**config.mk**
```make
export PLATFORM = sky130hd
export DESIGN_NAME = can_err_irq_flags
export DESIGN_NICKNAME = d
export VERILOG_FILES = /design/src/rtl/can_irq_pkg.sv /design/src/rtl/can_cnt_thresh.sv /design/src/rtl/can_flag_w1c.sv /design/src/rtl/can_err_irq_flags.sv
export SDC_FILE = /design/constraint.sdc
export NUM_CORES = 1
export LEC_CHECK = 0
export BUFFER_PORTS_ARGS = -buffer_cell sky130_fd_sc_hd__buf_2
export CAP_MARGIN = 10
export CORE_MARGIN = 2
export CORE_UTILIZATION = 38
export DETAILED_ROUTE_END_ITERATION = 12
export PLACE_DENSITY_LB_ADDON = 0.3
export SYNTH_ARGS = -nofsm -noshare
export SYNTH_HDL_FRONTEND = slang
export SYNTH_HIERARCHICAL = 1
export SYNTH_SLANG_ARGS = --single-unit
```
**constraint.sdc**
```tcl
create_clock -name clk -period 2.2 [get_ports clk]
set_clock_uncertainty 0.05 [all_clocks]
set_input_delay 0.11 -clock clk [delete_from_list [all_inputs] [get_ports clk]]
set_output_delay 0.11 -clock clk [all_outputs]
set_load 0.01 [all_outputs]
```
**src/rtl/can_irq_pkg.sv**
```systemverilog
package can_irq_pkg;
  localparam int FLAG_W = 8;
  localparam int B_RSTD = 0;
  localparam int B_RXP  = 1;
  localparam int B_RMT  = 2;
  localparam int B_TWRN = 3;
  localparam int B_RWRN = 4;
  localparam int B_PASV = 5;
  localparam int B_BOFF = 6;
  localparam int B_OVLD = 7;
  localparam logic [FLAG_W-1:0] STICKY_MASK = 8'b1111_1001;
  localparam logic [FLAG_W-1:0] RESET_FLAGS = 8'b0000_0001;
endpackage

```
**src/rtl/can_cnt_thresh.sv**
```systemverilog
module can_cnt_thresh #(
  parameter int W   = 9,
  parameter int LVL = 96
) (
  input  logic         clk,
  input  logic         rst_n,
  input  logic [W-1:0] cnt,
  output logic         rise
);
  localparam logic [W:0] LVL_X = (W+1)'(LVL);
  logic cond, cond_q;

  assign cond = {1'b0, cnt} >= LVL_X;

  always_ff @(posedge clk) begin
    if (!rst_n) cond_q <= 1'b0;
    else        cond_q <= cond;
  end

  assign rise = cond & ~cond_q;
endmodule

```
**src/rtl/can_flag_w1c.sv**
```systemverilog
module can_flag_w1c #(
  parameter logic RST_VAL = 1'b0
) (
  input  logic clk,
  input  logic rst_n,
  input  logic set,
  input  logic clr,
  output logic q
);
  always_ff @(posedge clk) begin
    if (!rst_n)   q <= RST_VAL;
    else if (set) q <= 1'b1;
    else if (clr) q <= 1'b0;
  end
endmodule

```
**src/rtl/can_err_irq_flags.sv**
```systemverilog
module can_err_irq_flags
  import can_irq_pkg::*;
#(
  parameter int TEC_W    = 9,
  parameter int REC_W    = 8,
  parameter int WARN_LVL = 96,
  parameter int PASV_LVL = 128,
  parameter int BOFF_LVL = 256
) (
  input  logic              clk,
  input  logic              rst_n,
  input  logic [TEC_W-1:0]  tec,
  input  logic [REC_W-1:0]  rec,
  input  logic              ovld_sent,
  input  logic              busoff_recov,
  input  logic              reset_done,
  input  logic              rx_pend_any,
  input  logic              rmt_pend_any,
  input  logic              wr_en,
  input  logic [FLAG_W-1:0] wr_data,
  input  logic [FLAG_W-1:0] irq_mask,
  output logic [FLAG_W-1:0] flags,
  output logic              irq
);
  localparam int CW = (TEC_W > REC_W) ? TEC_W : REC_W;
  localparam logic [CW:0] PASV_X = (CW+1)'(PASV_LVL);

  logic tw_rise, rw_rise, bo_rise;
  logic pasv_cond, pasv_q, pasv_rise;
  logic [FLAG_W-1:0] set_v, clr_v;
  logic rxp_q, rmt_q;

  can_cnt_thresh #(.W(TEC_W), .LVL(WARN_LVL)) u_tw (
    .clk(clk), .rst_n(rst_n), .cnt(tec), .rise(tw_rise));
  can_cnt_thresh #(.W(REC_W), .LVL(WARN_LVL)) u_rw (
    .clk(clk), .rst_n(rst_n), .cnt(rec), .rise(rw_rise));
  can_cnt_thresh #(.W(TEC_W), .LVL(BOFF_LVL)) u_bo (
    .clk(clk), .rst_n(rst_n), .cnt(tec), .rise(bo_rise));

  // error passive combines both counters before edge detection
  assign pasv_cond = ((CW+1)'(tec) >= PASV_X) | ((CW+1)'(rec) >= PASV_X);
  always_ff @(posedge clk) begin
    if (!rst_n) pasv_q <= 1'b0;
    else        pasv_q <= pasv_cond;
  end
  assign pasv_rise = pasv_cond & ~pasv_q;

  always_comb begin
    set_v         = '0;
    set_v[B_RSTD] = reset_done;
    set_v[B_TWRN] = tw_rise;
    set_v[B_RWRN] = rw_rise;
    set_v[B_PASV] = pasv_rise;
    set_v[B_BOFF] = bo_rise;
    set_v[B_OVLD] = ovld_sent | busoff_recov;
    clr_v         = wr_en ? (wr_data & STICKY_MASK) : '0;
  end

  genvar i;
  generate
    for (i = 0; i < FLAG_W; i++) begin : g_bit
      if (STICKY_MASK[i]) begin : g_w1c
        can_flag_w1c #(.RST_VAL(RESET_FLAGS[i])) u_f (
          .clk(clk), .rst_n(rst_n), .set(set_v[i]), .clr(clr_v[i]),
          .q(flags[i]));
      end
    end
  endgenerate

  always_ff @(posedge clk) begin
    if (!rst_n) begin
      rxp_q <= 1'b0;
      rmt_q <= 1'b0;
    end else begin
      rxp_q <= rx_pend_any;
      rmt_q <= rmt_pend_any;
    end
  end
  assign flags[B_RXP] = rxp_q;
  assign flags[B_RMT] = rmt_q;

  assign irq = |(flags & irq_mask);
endmodule


```
==> impl_metrics.py <==
metrics = {
    "power_and_ir_drop": {
        "switchingPower_w": 0.000112,
        "power_leakage_nw": 0.384,
        "vdd_ir_drop_max_mv": 0.281,
        "clockPowerShare_pct": 27.8,
        "p_per_area_nw_per_um2": 587,
        "swShare_pct": 24.0,
        "pwr-share-seq_pct": 51.8,
        "internal_power_w": 0.000353,
        "power_frac_comb_pct": 20.4,
    },
    "yosys": {
        "synth_cell_types": 15,
        "synth_top_area_share_pct": 43.7,
        "netlist_instances": 51,
        "synth-simple-area-share_pct": 37.4,
        "ys_warn_count": 6,
        "synth_seq_cells": 12,
        "synth-xor-area-share_pct": 0,
        "muxShareOfSynthArea_pct": 0,
        "synth_compound_area_share_pct": 16.2,
        "synth_commonest_cells": "dfxtp_1, and2_1, nor2b_4",
        "synthArstFlopShare_pct": 0,
        "synthMostInstantiatedCell": "dfxtp_1",
        "synth_area_leader_cell": "dfxtp_1",
        "synthAdderAreaFrac_pct": 0,
        "synth_nets": 92,
        "seq_area_frac_synth_pct": 43.7,
        "ys.flop_type": "dfxtp_1",
        "synth_edf_count": 0,
        "synth_top_family_by_area": "simple AND/OR/NAND/NOR gates",
        "syn_area_per_cell_um2": 10.8,
        "synthTopCellsByArea": "dfxtp_1, nor2b_4, and2_1",
        "netlist_area_um2": 549,
    },
    "job": {
        "maxCapViolCount": 0,
    },
    "critical_path": {
        "cp-end-kind": "output port",
        "worstPathRequired_ns": 2.04,
        "crit_fanout": 3,
        "start_kind": "flop",
        "critical_path_class": "reg2out",
        "crit_arrival_ns": 1.04,
    },
    "die": {
        "die_y_um": 42.0,
        "pin_count": 50,
        "die_area_um2": 1770,
        "coreArea_um2": 1330,
        "placementRows": 13,
        "dieWidth_um": 42.0,
        "start_util_pct": 41.2,
    },
    "route": {
        "finalWirelength_um": 1170,
        "viasPerCell": 4.78,
        "drc_errors": 0,
        "dr.pass1.iters": 4,
        "drtIter0Drc": 10,
        "vias": 511,
        "ant_nets": 0,
        "wl_per_cell_um": 11.0,
    },
    "sta": {
        "finalSetupTns_ns": 0,
        "whs_ns": 0.0626,
        "fin_crit_sh_pct": 54.4,
        "slew_headroom_pct": 84.7,
        "tightest_slew_ns": 0.228,
        "finalHoldViolations": 0,
        "period_needed_ns": 1.20,
        "grt_setup_unrepaired": "false",
        "setup_viol_count_final": 0,
        "fmax_mhz": 835,
        "final_max_slew_viol_count": 0,
    },
    "clock_tree": {
        "path_clk_slew_ns": 0.07,
        "clock_latency_ns": 0.26,
        "cts_buffer_depth": 2,
        "cts_tree": "built",
        "post_cts_resized": 0,
        "cts_setup_buffers": 0,
        "clockRootBuffer": "clkbuf_4",
        "cts_buffers": 3,
        "h-tree-depth": 1,
        "cts.sinks": 12,
    },
    "finish": {
        "final_nets": 135,
        "drive_gt1_share_pct": 54.3,
        "antenna_cells": 0,
        "synthToLayoutAreaGrowth_pct": 44.0,
    },
    "place": {
        "gp_congestion": 0.653,
        "portBuffers": 37,
    },
    "outcome": {
        "status": "completed",
    },
    "worst_hold_path": {
        "hold_class": "in2reg",
    },
    "global_routing": {
        "overflow": 0,
        "grt_max_degree": 13,
        "grt_usage_pct": 13.4,
        "grt_pass1_vias": 447,
        "grt_pass1_wl_um": 1740,
        "grt_antenna_before_repair": 0,
    },
}
-- placed cells by master, fill, tap and decap left out --
cell type and instances:
nor2b_1 3, nor2b_4 6, nor2_1 3, a22oi_1 4
or2_2 1, dlygate4sd3_1 3, a211oi_2 1, o21a_1 5
and2_1 9, nor3_2 1, nand3b_1 1, dfxtp_1 12
buf_2 37, nand4_1 1, a21oi_2 1, clkbuf_4 3
nand2b_1 1
-- sequential cells by signal, indices dropped and copies added, names as in the netlist --
| signal | count |
|---|---|
| g_bit.g_w1c.u_f/q | 6 |
| rmt_q | 1 |
| u_rw/cond_q | 1 |
| u_bo/cond_q | 1 |
| rxp_q | 1 |
| u_tw/cond_q | 1 |
| pasv_q | 1 |
-- routing by layer --
metal  routed length [um]  GRT usage, %
met3                  149          6.90
met5                    0             0
met1                  424          13.7
met2                  590          22.8
met4                    9          5.63
-- layout make-up --
cell class              count  area [um2]
multi-input cells          37         294
well taps                  15        18.8
flip-flops and latches     12         240
fillers                   133         543
clock buffers               3        22.5
repair buffers             40         215
-- stage by stage --
stage | utilization [%] | total power [W] | setup slack [ns] | cells | cell area, um2
floorplan | - | 0.000294 | 1.37 | 51 | 549
global placement | 55.3 | 0.000334 | 1.26 | 101 | 738
detailed placement | 55.3 | 0.000337 | 1.27 | 101 | 738
CTS | 58.5 | 0.000469 | 0.975 | 106 | 781
global route | 59.3 | 0.000492 | 0.929 | 107 | 791
finish | 59.3 | 0.000464 | 1.00 | 107 | 791
-- what timing repair did --
action | CTS | global route
hold endpoints to repair | 2 | 1
endpoints found under the setup margin | 0 | 0
hold buffers | 2 | 1
-- kinds of logic (layout without fill, tap and decap cells) --
kind of cell,count (synthesis),in the layout
buffers and inverters,2,43
AO/OA/AOI/OAI,11,11
AND/OR/NAND/NOR,26,26
flip-flops,12,12
-- power groups by stage --
stage,registers [W],clock network (W),logic [W]
after floorplan,0.000248,0,0.0000454
after global placement,0.000245,0,0.0000895
after detailed placement,0.000246,0,0.0000911
after CTS,0.000241,0.000133,0.0000948
after global routing,0.000242,0.000147,0.000103
final,0.000241,0.000129,0.0000945
-- path summary, 6_finish.rpt --
check,slack (ns),from,to,depth (start not counted)
setup / recovery,1.00,g_bit[0].g_w1c.u_f/q$_SDFFE_PP1P_,irq,3
hold / removal,0.06,rec[7],pasv_q$_SDFF_PN0_,3
setup reg to reg,1.44,g_bit[7].g_w1c.u_f/q$_SDFFE_PN0P_,g_bit[7].g_w1c.u_f/q$_SDFFE_PN0P_,2
hold reg to reg,0.46,g_bit[0].g_w1c.u_f/q$_SDFFE_PP1P_,g_bit[0].g_w1c.u_f/q$_SDFFE_PP1P_,2
-- worst max-delay path, stage by stage (launching register included) --
cell     delay (ns)
dfxtp_1        0.32
a22oi_1        0.20
nand4_1        0.10
buf_2          0.15
Note: power is estimated with default switching activity, not from simulation.
